<file path="src/rtl/cla_pkg.sv">
package cla_pkg;

    // Outputs of one lookahead cell
    typedef struct packed {
        logic [4:1] c;     // carries into positions 1..3, and the span carry (4)
        logic       gout;  // combined generate
        logic       pout;  // combined propagate
    } cla_cell_out_t;

    // Index of the first node of tree level lvl in the flattened node vector.
    // Level 0 holds one node per bit, level k holds width / 4**k nodes.
    function automatic int cla_level_base(input int width, input int lvl);
        int acc;
        acc = 0;
        for (int k = 0; k < lvl; k++) begin
            acc += width >> (2 * k);
        end
        return acc;
    endfunction

endpackage

</file>
<file path="src/rtl/cla_bit_pg.sv">
module cla_bit_pg #(
    parameter int WIDTH = 64
) (
    input  logic [WIDTH-1:0] a,
    input  logic [WIDTH-1:0] b,
    output logic [WIDTH-1:0] p,
    output logic [WIDTH-1:0] g,
    output logic [WIDTH-1:0] x
);

    // Per bit: generate, inclusive-OR propagate, and the half sum used by the sum stage
    for (genvar i = 0; i < WIDTH; i++) begin : g_bit
        always_comb begin
            g[i] = a[i] & b[i];
            p[i] = a[i] | b[i];
            x[i] = a[i] ^ b[i];
        end
    end

endmodule

</file>
<file path="src/rtl/cla_cell.sv">
module cla_cell
    import cla_pkg::*;
(
    input  logic [3:0] p,
    input  logic [3:0] g,
    input  logic       ci,
    output logic [4:1] c,
    output logic       gout,
    output logic       pout
);

    cla_cell_out_t res_d;

    // Fully expanded two-level lookahead: no carry depends on another carry
    always_comb begin
        res_d.c[1] = g[0] | (p[0] & ci);
        res_d.c[2] = g[1] | (p[1] & g[0]) | (p[1] & p[0] & ci);
        res_d.c[3] = g[2] | (p[2] & g[1]) | (p[2] & p[1] & g[0])
                   | (p[2] & p[1] & p[0] & ci);
        res_d.c[4] = g[3] | (p[3] & g[2]) | (p[3] & p[2] & g[1])
                   | (p[3] & p[2] & p[1] & g[0])
                   | (p[3] & p[2] & p[1] & p[0] & ci);
        res_d.gout = g[3] | (p[3] & g[2]) | (p[3] & p[2] & g[1])
                   | (p[3] & p[2] & p[1] & g[0]);
        res_d.pout = &p;
    end

    assign c    = res_d.c;
    assign gout = res_d.gout;
    assign pout = res_d.pout;

    // A combined generate always produces the span carry
    always_comb begin
        if (gout) assert_gen_carries_R9: assert (c[4]);
    end

    // Full propagate passes the carry-in through to the span carry
    always_comb begin
        if (pout) assert_prop_passes_R3: assert (c[4] == (ci | gout));
    end

    // Neither generate nor propagate: no span carry
    always_comb begin
        if (!gout && !pout && !ci) assert_no_source_R8: assert (!c[4]);
    end

endmodule

</file>
<file path="src/rtl/cla_adder_tree.sv">
module cla_adder_tree
    import cla_pkg::*;
#(
    parameter int LEVELS = 3,
    localparam int WIDTH = 4 ** LEVELS
) (
    input  logic [WIDTH-1:0] a,
    input  logic [WIDTH-1:0] b,
    input  logic             cin,
    output logic [WIDTH-1:0] sum,
    output logic             cout
);

    localparam int NODES = cla_level_base(WIDTH, LEVELS + 1);
    localparam int CELLS = NODES - WIDTH;

    logic [NODES-1:0] p_n;    // propagate per tree node, level by level
    logic [NODES-1:0] g_n;    // generate per tree node
    logic [NODES-1:0] c_n;    // carry into each tree node
    logic [CELLS-1:0] c4_w;   // span carry of every cell
    logic [WIDTH-1:0] hsum;

    cla_bit_pg #(.WIDTH(WIDTH)) u_pg (
        .a (a),
        .b (b),
        .p (p_n[WIDTH-1:0]),
        .g (g_n[WIDTH-1:0]),
        .x (hsum)
    );

    // The root node takes the external carry
    assign c_n[NODES-1] = cin;

    for (genvar lv = 1; lv <= LEVELS; lv++) begin : g_lvl
        localparam int LO  = cla_level_base(WIDTH, lv - 1);
        localparam int HI  = cla_level_base(WIDTH, lv);
        localparam int CNT = WIDTH >> (2 * lv);
        for (genvar j = 0; j < CNT; j++) begin : g_cell
            cla_cell u_cell (
                .p    (p_n[LO + 4*j +: 4]),
                .g    (g_n[LO + 4*j +: 4]),
                .ci   (c_n[HI + j]),
                .c    ({c4_w[HI - WIDTH + j], c_n[LO + 4*j + 1 +: 3]}),
                .gout (g_n[HI + j]),
                .pout (p_n[HI + j])
            );
            // First child inherits the parent's carry-in
            assign c_n[LO + 4*j] = c_n[HI + j];

            // Span carry matches the carry delivered to the next span above it
            if (j + 1 < CNT) begin : g_chk_mid
                always_comb begin
                    assert_span_chain_R9: assert (c4_w[HI - WIDTH + j] == c_n[HI + j + 1]);
                end
            end else if (lv < LEVELS) begin : g_chk_last
                localparam int UP = cla_level_base(WIDTH, lv + 1);
                always_comb begin
                    assert_span_parent_R9: assert (c4_w[HI - WIDTH + j] == c4_w[UP - WIDTH + j/4]);
                end
            end
        end
    end

    assign sum  = hsum ^ c_n[WIDTH-1:0];
    assign cout = c4_w[CELLS-1];

    // Root carry-out follows the root's combined terms
    always_comb begin
        assert_root_cout_R6: assert (cout == (g_n[NODES-1] | (p_n[NODES-1] & cin)));
    end

    // Arithmetic result
    always_comb begin
        assert_sum_value_R1: assert ({cout, sum} == ({1'b0, a} + {1'b0, b} + {{WIDTH{1'b0}}, cin}));
    end

endmodule

</file>
<file path="config.mk">
export PLATFORM = sky130hd
export DESIGN_NAME = cla_adder_tree
export DESIGN_NICKNAME = d
export VERILOG_FILES = /design/src/rtl/cla_pkg.sv /design/src/rtl/cla_bit_pg.sv /design/src/rtl/cla_cell.sv /design/src/rtl/cla_adder_tree.sv
export SDC_FILE = /design/constraint.sdc
export NUM_CORES = 1
export LEC_CHECK = 0
export BUFFER_PORTS_ARGS = -buffer_cell sky130_fd_sc_hd__buf_4
export CORE_MARGIN = 2
export CORE_UTILIZATION = 30
export DETAILED_ROUTE_END_ITERATION = 10
export PLACE_DENSITY = 0.67
export REMOVE_ABC_BUFFERS = 1
export SYNTH_ARGS = -nofsm -noshare
export SYNTH_HDL_FRONTEND = slang
export SYNTH_HIERARCHICAL = 1
export SYNTH_SLANG_ARGS = --single-unit
</file>
<file path="constraint.sdc">
create_clock -name vclk -period 3.2
set_clock_uncertainty 0.1 [all_clocks]
set_input_delay 0.32 -clock vclk [all_inputs]
set_output_delay 0.32 -clock vclk [all_outputs]
set_load 0.01 [all_outputs]
</file>
Yosys cells after proc, flatten, opt, wreduce, memory -nomap -nowiden
Index checks and enable logic that the tools add are counted.
Storage, ports and cells
  word-level logic and storage cells: 699
  output and inout bits: 65
  input bits: 129
  flip-flop bits (word level): 0
Operators by class
  bitwise logic cells: 679
  reductions and logical operators: 20
Operators with widths (number)
  bitwise AND 1 bit: 360
  bitwise OR 1 bit: 254
  AND reduction 16 bit: 4
  AND reduction 4 bit: 16
  bitwise XOR 1 bit: 64
  bitwise XOR 64 bit: 1

Longest topological paths before layout
Gate-level depths: netlist (run 1).
  word-level depth: 18
  mapped depth: 20
  gate-level depth less buffers: 20

Cells and area by module
Netlist (run 1), hierarchy kept.
Modules (own cells, without submodules)
  cla_bit_pg: times used 1, area each 2322.2 um^2, cells each 320, seq. area each 0.0 um^2
  cla_cell: times used 21, area each 60.1 um^2, cells each 10, seq. area each 0.0 um^2
  cla_adder_tree: times used 1, area each 560.5 um^2, cells each 64, seq. area each 0.0 um^2

Worst setup path before layout (run 1)
No wires, ideal clock.
  kind: input port to output port
  from: input a[11]
  to: output sum[63]
  stages on the path: 20
  arrival time: 3102 ps
  path slack: -322 ps
  path through: inv_1 -> ha_1 -> inv_1 -> a21oi_1 -> o21ai_0 -> a21oi_1 -> o21ai_0 -> a21o_1 -> a21oi_2 -> inv_2 -> a21o_1 -> a21o_1 -> a21oi_2 -> inv_2 -> a21o_1 -> a21o_1 -> a21oi_2 -> inv_2 -> a21o_1 -> xor2_1
On the way
  word-level cells in the longest chain between the ends: 17
Ends and longest elaborated chain
  start, declared: RTL line cla_adder_tree.sv:7  | input logic [WIDTH-1:0] a,
  bitwise OR 1 bit (*): RTL line cla_bit_pg.sv:15  | p[i] = a[i] | b[i];
  named net p_n[11]: RTL line cla_adder_tree.sv:17  | logic [NODES-1:0] p_n;
  bitwise AND 1 bit
  bitwise OR 1 bit or bitwise AND 1 bit (tied branches) (2 in series)
  bitwise OR 1 bit (*)
  named net g_n[66]: RTL line cla_adder_tree.sv:18  | logic [NODES-1:0] g_n;
  bitwise AND 1 bit (*)
  bitwise OR 1 bit (*) (2 in series)
  [1 not listed]
  named net g_n[80]: RTL line cla_adder_tree.sv:18
  [3 not listed]
  named net c_n[48]: RTL line cla_adder_tree.sv:19  | logic [NODES-1:0] c_n;
  bitwise AND 1 bit (*): RTL line cla_cell.sv:19  | | (p[2] & p[1] & p[0] & ci);
  bitwise OR 1 bit (*): RTL line cla_cell.sv:19
  named net c_n[60]: RTL line cla_adder_tree.sv:19
  bitwise AND 1 bit (*): RTL line cla_cell.sv:19
  bitwise OR 1 bit (*): RTL line cla_cell.sv:19
  named net c_n[63]: RTL line cla_adder_tree.sv:19
  bitwise XOR 64 bit (*): RTL line cla_adder_tree.sv:64  | assign sum = hsum ^ c_n[WIDTH-1:0];
  end, declared: RTL line cla_adder_tree.sv:10  | output logic [WIDTH-1:0] sum,
The timed path passes the listed nets; every way through them passes the cells marked *.

Worst setup path in the final report (run 1)
  from: input b[12]
  to: output sum[63]
On the way
  word-level cells in the longest chain between the ends: 14
Ends and longest elaborated chain
  start, declared: RTL line cla_adder_tree.sv:8  | input logic [WIDTH-1:0] b,
  bitwise OR 1 bit (*): RTL line cla_bit_pg.sv:15
  named net p_n[12]: RTL line cla_adder_tree.sv:17
  AND reduction 4 bit (*): RTL line cla_cell.sv:25  | res_d.pout = &p;
  named net p_n[67]: RTL line cla_adder_tree.sv:17
  bitwise AND 1 bit
  bitwise OR 1 bit or bitwise AND 1 bit (tied branches) (2 in series)
  bitwise OR 1 bit (*): RTL line cla_cell.sv:24  | | (p[3] & p[2] & p[1] & g[0]);
  bitwise AND 1 bit (*): RTL line cla_cell.sv:18  | res_d.c[3] = g[2] | (p[2] & g[1]) | (p[2] & p[1] & g[0])
  [2 not listed]
  named net c_n[48]: RTL line cla_adder_tree.sv:19
  bitwise AND 1 bit (*): RTL line cla_cell.sv:19
  bitwise OR 1 bit (*): RTL line cla_cell.sv:19
  named net c_n[60]: RTL line cla_adder_tree.sv:19
  bitwise AND 1 bit (*): RTL line cla_cell.sv:19
  bitwise OR 1 bit (*): RTL line cla_cell.sv:19
  named net c_n[63]: RTL line cla_adder_tree.sv:19
  bitwise XOR 64 bit (*): RTL line cla_adder_tree.sv:64
Marks and branches as above.

==> results.md, run 1 <==
* Final instance area at 6770 um^2
* Die H at between 100 and 150 um
* CP Capture Type: output pin
* Fin crit period at around 3.5 ns
* Final hold slack at ~0.85 ns
* Sw frac at 44.7%
* Drt drc at 0
* # Max-Cap Violations at 0
* Hold WC Path Type: input port to output pin
* Final worst slack at -0.279 ns
* Port bufs at just under 200
* Vias at 4,413
* FF+latch count at 0
* Gpl congestion at slightly below 0.9
* Vias in the first global route at around 4,400
* Most used cell, CP: a21o_1
* Sequential fraction of design power at 0%
* Worst setup SP type: input port
* Max Slew Vio Count at 0
* Die width at around 120 um
* Cell leakage power at about 0.0041 uW
* Failing checks: negative setup slack
* Placement-stage cell area at roughly 6300 um^2
* Measured slew at the worst slew-check pin at 0.435 ns
* Grt total ovfl at 0
* Slowest-stage cell, CP: a21o_1
* DR vias/cell at between 4 and 5
* # setup viols final at 24
* Pin count of the biggest net entering global routing at 5
* Crit share post-route at 109%
* CP Max Fanout at 3
* Initial antenna violation count at 2
* Mapped Cells at 571
* Cell Pwr Density at between 200 and 250 nW/um^2
* Post-Layout Cell Count at 1,043
* Drt wl/cell at around 11 um
* TritonRoute pass-1 iters at 4
* Sw power at 606 uW
* Power share of the clock group at 0%
* Clock buffers at 0
* Final #Nets at ~1,100
* Internal at roughly 750 uW
* Critical path data arrival time at about 3 ns
* Full die area at ~14,000 um^2
* Gate power share at 100.0%
* Crit-path cells: buf_4, inv_1, ha_1, inv_1, and4_4, and4_1, a21o_1, a21oi_2, inv_2, a21o_1, a21o_1, a21oi_2, inv_2, a21o_1, a21o_1, a21oi_2, inv_2, a21o_1, xor2_1, buf_4
* Row Count at 42
* Reg area at 0 um^2
* Final core utilization at between 50% and 60%
* Area growth, synth to finish at 68.2%
* I/O Pins at a little under 200
* Slowest stage delay, CP at 0.21 ns
* Fmax at 0.287 GHz
* Remaining antenna violation count at 0
* Worst path required time at 2.78 ns
* Mean post-synth cell area at about 7 um^2
* Global-route wire length before repair at between 15,000 and 20,000 um
* Starting density of the core at between 30% and 40%
* DRT iter0 DRCs at between 100 and 150
* Post-CTS Hold Fix Bufs at 0
* Fin. Hold Viols at 0
* Core area at 13,200 um^2
* Drt total wl at about 12,000 um
* Yosys warns at 6
* Cells after DPL at roughly 1,000
* All-Layer GR Usage at between 10% and 20%
* Detailed placement HPWL at 10,100 um
* RSZ-0062 raised after global routing: true
* Worst slew margin relative to its limit at 70.7%
* Setup Crit Path Kind: input port to output pin
* Cell Area, Synth at between 4000 and 5000 um^2
* Max IR drop VDD at approximately 0.12 mV
* Layout cells sized above 1 at 46.4%
* Total negative setup slack at -3.17 ns
* Status: finished, violations left
[placed cells by master, fill, tap and decap left out]
cell     count
buf_6       22
ha_1       112
buf_8        1
xor2_1      59
o21ai_1      4
buf_4      272
inv_1      163
inv_2       43
a21oi_2     30
a21o_1      42
xor2_2       5
inv_4        7
a21oi_1     32
nand2_1     21
diode_2      1
ha_4         7
o21ai_2      3
and4_1      17
o21ai_0     14
and4_4       3
ha_2         9
[stage by stage]
step,setup WS [ns],power [uW]
4_1_cts,-0.245,1310
3_3_place_gp,-0.436,1230
5_1_grt,-0.483,1490
6_report,-0.279,1360
2_1_floorplan,-0.201,578
3_5_place_dp,-0.585,1240
[layout make-up]
class                           instances  area, um^2
Antenna cell                            1        2.50
Fill cell                            1280        6420
Inverter                              213         817
Multi-Input combinational cell        358        3430
Tap cell                              176         220
Timing Repair Buffer                  295        2300
[path summary, 6_finish.rpt]
kind / cells past startpoint / endpoint / from / slack [ns]
hold / removal: 3 / sum[0] / cin / 0.85
setup / recovery: 20 / sum[63] / b[12] / -0.28
[per-layer routing]
metal | global-route usage (%) | routed length [um] | vias to the layer above
li1 | - | - | 2323
met1 | 18.4 | 4880 | 1981
met2 | 29.7 | 5950 | 95
met3 | 1.71 | 524 | 12
met4 | 1.91 | 176 | 2
met5 | 0 | 13 | -
[power by group through the flow]
stage                     clock network (uW)  logic (uW)  registers (uW)
after CTS                                  0        1310               0
final                              0.0000418        1360               0
after global placement                     0        1230               0
after global routing               0.0000418        1490               0
after detailed placement                   0        1240               0
after floorplan                            0         578               0
[critical path, delay by kind of cell]
| kind | cells | cell delay [ns] |
|---|---|---|
| adders and majority gates | 1 | 0.16 |
| AOI/OAI and AO/OA | 9 | 1.50 |
| and+or+nand+nor | 2 | 0.40 |
| xor gates and xnor gates | 1 | 0.14 |
| buffers and inverters | 7 | 0.54 |
[repair_timing]
action	4_1_cts	5_1_grt
pin swaps	69	38
buffers inserted	21	12
endpoints found under the setup margin	29	32
resized for setup	63	48
gates cloned	0	0
Power figures use the tool's default switching activity.
==> inputs of run 2 (changes only) <==
- CELL_PAD_IN_SITES_DETAIL_PLACEMENT: not set -> 1
- CELL_PAD_IN_SITES_GLOBAL_PLACEMENT: not set -> 2
- CORE_UTILIZATION: 30 -> 23
- PLACE_DENSITY: 0.67 -> 0.9
==> results.md, run 2 (same netlist as run 1, synthesis figures left out) <==
* Starting density of the core at 23.4% (-7.1 points)
* Max Slew Vio Count at 0 (unchanged)
* Drt wl/cell at 12.9 um (+16%)
* Cell leakage power at 0.00413 uW (about the same)
* DRT iter0 DRCs at 39 (-63%)
* Reg area at 0 um^2 (unchanged)
* Die width at 136 um (+14%)
* Detailed placement HPWL at 12,200 um (+21%)
* Post-CTS Hold Fix Bufs at 0 (unchanged)
* Final core utilization at 40.5% (-11 points)
* Remaining antenna violation count at 0 (unchanged)
* Fin crit period at 3.47 ns (-0.00933 ns)
* Clock buffers at 0 (unchanged)
* I/O Pins at 194 (unchanged)
* Setup WS pre-CTS at -0.573 ns (+0.0114 ns)
* Fmax at 0.288 GHz (+0.27%)
* Fin. Hold Viols at 0 (unchanged)
* Most common cell after layout, fill and taps aside: buf_4
* Port bufs at 194 (unchanged)
* Global-route wire length before repair at 21,800 um (+15%)
* Pin count of the biggest net entering global routing at 5 (unchanged)
* RSZ-0062 raised after global routing: true
* Gpl congestion at 0.806 (-8.7%)
* Initial antenna violation count at 0 (-2)
* Layout cells sized above 1 at 47.7% (+1.3 points)
* Status: finished, violations left
* Worst path required time at 2.78 ns (about the same)
* Antenna Cells at 0 (-1)
* FF+latch count at 0 (unchanged)
* Critical path data arrival time at 3.05 ns (about the same)
* Hold WC Path Type: input port to output pin
* Crit share post-route at 108% (-0.29 points)
* DR vias/cell at 4.15 (-1.9%)
* Failing checks: negative setup slack
* Measured slew at the worst slew-check pin at 0.406 ns (-0.0289 ns)
* Vias in the first global route at 4,794 (+9.0%)
* Die H at 136 um (+14%)
* CP Capture Type: output pin
* Setup Crit Path Kind: input port to output pin
* Core area at 17,200 um^2 (+30%)
* # Max-Cap Violations at 0 (unchanged)
* Most frequent cells in the layout: buf_4 (269), inv_1 (156), ha_1 (107)
* Cell Pwr Density at 201 nW/um^2 (+0.16%)
* Final worst slack at -0.269 ns (+0.00933 ns)
* Final #Nets at 1,124 (-0.089%)
* Worst slew margin relative to its limit at 72.6% (+1.9 points)
* Drt drc at 0 (unchanged)
* Row Count at 48 (+14%)
* Vias at 4,525 (+2.5%)
* CP Max Fanout at 2 (-1)
* # setup viols final at 24 (unchanged)
* Grt total ovfl at 0 (unchanged)
* Area growth, synth to finish at 72.9%
* Max IR drop VDD at 0.0967 mV (-21%)
* TritonRoute pass-1 iters at 4 (unchanged)
* Full die area at 18,600 um^2 (+29%)
* Drt total wl at 14,100 um (+22%)
* All-Layer GR Usage at 14.1% (-1.2 points)
* Worst setup SP type: input port
run 2: cell types whose count changed in the layout (fill, tap and decap cells not counted), moves of 2 or more:
| cell | change |
|---|---|
| a21oi_2 | -3 |
| a21oi_4 | +4 |
| buf_4 | -3 |
| ha_1 | -5 |
| ha_4 | +6 |
| inv_1 | -7 |
| inv_2 | -6 |
| inv_4 | +13 |
| xor2_1 | +2 |
| xor2_2 | -2 |
run 2: what timing repair did:
action,CTS,global route
resized for setup,77,73
pin swaps,75,29
cloned,0,0
buffers inserted,26,13
endpoints found under the setup margin,29,35
run 2: area by class of cell:
| cell class | count | area [um^2] |
|---|---|---|
| Fill cell | 2141 | 10200 |
| Inverter | 213 | 850 |
| Multi-Input combinational cell | 358 | 3520 |
| Tap cell | 225 | 282 |
| Timing Repair Buffer | 294 | 2310 |
run 2: final timing paths:
kind | start | to | depth (start not counted)
worst min-delay path | cin | sum[0] | 3
worst max-delay path | b[9] | sum[47] | 22
run 2: routing by layer:
| layer | global-route usage, % | part of all wire, % | routed length (um) | up-vias |
|---|---|---|---|---|
| met5 | 0 | 0 | 0 | - |
| met4 | 1.10 | 1.7 | 232 | 0 |
| met3 | 1.72 | 5.1 | 710 | 14 |
| met2 | 29.7 | 55 | 7760 | 98 |
| met1 | 15.2 | 38 | 5350 | 2085 |
| li1 | - | - | - | 2328 |
run 2: metrics by stage:
stage                     total power [uW]  cell area, um^2  hold slack (ns)  setup TNS, ns  std cells
final                                 1400             6960            0.866          -3.60       1090
after global routing                  1540             6960            0.881          -8.89       1090
after CTS                             1350             6650            0.855          -2.93       1082
after detailed placement              1260             6290            0.852          -7.57       1060
after global placement                1240             6290            0.849          -6.56       1060
after floorplan                        578             4030            0.620         -0.237        571
run 2: critical path, stage by stage:
cell	delay, ns
buf_8	0.10
inv_4	0.05
ha_4	0.13
inv_4	0.04
a21oi_4	0.13
o21ai_2	0.07
a21oi_2	0.16
o21ai_1	0.09
a21o_1	0.20
a21oi_2	0.20
inv_2	0.05
buf_4	0.13
a21o_1	0.17
a21oi_2	0.14
inv_2	0.05
a21o_1	0.17
a21o_1	0.19
a21oi_2	0.14
inv_2	0.05
a21o_1	0.15
xor2_1	0.16
buf_4	0.14
run 2: power by group:
group          switching (uW)  internal [uW]  leakage (uW)
Sequential                  0              0             0
Combinational             636            762       0.00413
Clock                       0              0             0
==> inputs of run 3 (changes only) <==
- CORE_UTILIZATION: 23 -> 24
- SYNTH_HIERARCHICAL: 1 -> not set
==> results.md, run 3 <==
* Drt total wl at 16,800 um (+19%)
* Most used cell, CP: nor2_4
* Antenna Cells at 0 (unchanged)
* Cells after DPL at 1,054 (-0.57%)
* Max Slew Vio Count at 0 (unchanged)
* Post-CTS Hold Fix Bufs at 0 (unchanged)
* Critical path data arrival time at 2.91 ns (-0.14 ns)
* Full die area at 18,400 um^2 (-0.83%)
* Crit path buf inv count at 3 (-5)
* Hold WC Path Type: input port to output pin
* DR vias/cell at 4.38 (+5.6%)
* Mapped Cells at 551 (-3.5%)
* Most instantiated cells after synthesis: inv_1 (172), ha_1 (128), a21oi_1 (39)
* Cell Area, Synth at 4160 um^2 (+3.5%)
* Global-route wire length before repair at 24,100 um (+11%)
* Failing checks: negative setup slack
* Delay-heaviest family, CP: simple AND/OR/NAND/NOR gates
* Detailed placement HPWL at 12,800 um (+4.6%)
* Pwr Total at 1610 uW (+15%)
* Final #Nets at 1,140 (+1.4%)
* Drt drc at 0 (unchanged)
* Slowest-stage cell, CP: or4_4
* All-Layer GR Usage at 15.8% (+1.7 points)
* Vias in the first global route at 5,194 (+8.3%)
* CP Max Fanout at 3 (+1)
* Crit share post-route at 104% (-4.4 points)
* RSZ-0062 raised after global routing: true
* Post-Layout Cell Count at 1,090 (unchanged)
* # setup viols final at 13 (-46%)
* Worst Hold Launch: b[4]
* Total negative setup slack at -0.639 ns (+2.96 ns)
* FF+latch count at 0 (unchanged)
* Grt total ovfl at 0 (unchanged)
* Pin count of the biggest net entering global routing at 7 (+2)
* Measured slew at the worst slew-check pin at 0.443 ns (+0.0367 ns)
* Remaining antenna violation count at 0 (unchanged)
* Area leader, netlist: ha_1
* Cell leakage power at 0.00410 uW (-0.79%)
* Layout cells sized above 1 at 55.4% (+7.6 points)
* Yosys warns at 0 (-6)
* Worst slew margin relative to its limit at 70.1% (-2.5 points)
* TritonRoute pass-1 iters at 4 (unchanged)
* Final worst slack at -0.129 ns (+0.140 ns)
* Initial antenna violation count at 0 (unchanged)
* Worst path required time at 2.78 ns (about the same)
* # Max-Cap Violations at 0 (unchanged)
* Max IR drop VDD at 0.0992 mV (+2.6%)
* Worst setup SP type: input port
* Reg area at 0 um^2 (unchanged)
* Port bufs at 194 (unchanged)
* Beginning of the critical path: b[48]
* Setup Crit Path Kind: input port to output pin
* Most common cell after layout, fill and taps aside: buf_4
* Core area at 17,100 um^2 (-0.35%)
* Status: finished, violations left
* CP Capture Type: output pin
* Cell Pwr Density at 202 nW/um^2 (+0.76%)
* Unique masters post-synth at 53
* Clock buffers at 0 (unchanged)
* Fin. Hold Viols at 0 (unchanged)
* Row Count at 48 (unchanged)
* DRT iter0 DRCs at 46 (+18%)
* Critical Path End: sum[60]
* Die H at 136 um (-0.42%)
* Seq/Total Area, Yosys at 0%
* Synth top area cells: ha_1 (38%), inv_1 (16%), fa_1 (7.7%)
* I/O Pins at 194 (unchanged)
* Fin crit period at 3.33 ns (-0.140 ns)
* Slowest stage delay, CP at 0.53 ns (+0.33 ns)
* Area growth, synth to finish at 90.4%
* Fmax at 0.300 GHz (+4.2%)
* Die width at 136 um (-0.42%)
* Gpl congestion at 0.777 (-3.6%)
* Top-count cell post-synth: inv_1
* Starting density of the core at 24.3% (+0.89 points)
* Cell depth of the worst setup path at 14 (-36%)
* Synth top area share at about two fifths
* Mean post-synth cell area at 7.56 um^2 (+7.2%)
* Fill count at 2,053 (-4.1%)
* Crit-path cells: buf_8, inv_4, ha_4, or4_4, or3b_4, nor2_4, nand2_1, nor2_1, a31o_4, nor2_4, o31ai_4, a21o_1, fa_2, buf_6
* Most frequent cells in the layout: buf_4 (269), inv_1 (130), ha_1 (92)
* Vias at 4,777 (+5.6%)
* Drt wl/cell at 15.4 um (+19%)
## run 3: cell families after synthesis
logic type | count (synthesis) | synth area share [%]
AO/OA/AOI/OAI | 105 | 17.5
XOR/XNOR | 47 | 9.89
adder cells (fa/ha/maj) | 144 | 46.2
buffers and inverters | 172 | 15.5
AND/OR/NAND/NOR | 83 | 11.0
## run 3: power by group
part           total [uW]  switching (uW)  internal (uW)  leakage [uW]
clock                   0               0              0             0
sequential              0               0              0             0
combinational        1610             741            864       0.00410
## run 3: repair_timing
action | CTS | global route
pin swaps | 39 | 68
resized for setup | 127 | 147
gates cloned | 0 | 0
buffers inserted | 15 | 26
setup endpoints to repair | 38 | 45
## run 3: tightest hold or removal path: cells and delay by family
kind / cells / cell delay (ns)
adders and majority gates: 1 / 0.16
buffers and inverters: 2 / 0.22
## run 3: worst min path at each step
stage | end | cells past startpoint
6_report | sum[4] | 3
5_1_grt | sum[4] | 3
4_1_cts | sum[8] | 3
3_5_place_dp | sum[8] | 3
3_3_place_gp | sum[8] | 3
2_1_floorplan | sum[12] | 1
## run 3: per-layer routing
layer  share of wire, %  global-route usage, %  vias to the layer above
met5                  0                      0                        -
met4                2.8                   2.49                        0
met3                3.6                   1.83                       29
met2                 57                   32.4                      106
met1                 36                   17.5                     2276
li1                   -                      -                     2366
## run 3: cell type report
cell class	instances	area, um^2	share of cell area (%)
multi-input cells	379	4410	55.7
well taps	225	282	3.55
inverters	172	681	8.58
repair buffers	314	2550	32.2
## run 3: metrics by stage
step | area (um^2) | hold slack (ns) | utilization (%) | setup slack (ns)
after global routing | 7930 | 0.933 | 46.3 | -0.239
after detailed placement | 6530 | 0.909 | 38.2 | -0.362
after CTS | 7180 | 0.889 | 41.9 | -0.198
after floorplan | 4160 | 0.728 | - | 0.0690
after global placement | 6530 | 0.902 | 38.2 | -0.279
final | 7930 | 0.921 | 46.3 | -0.129
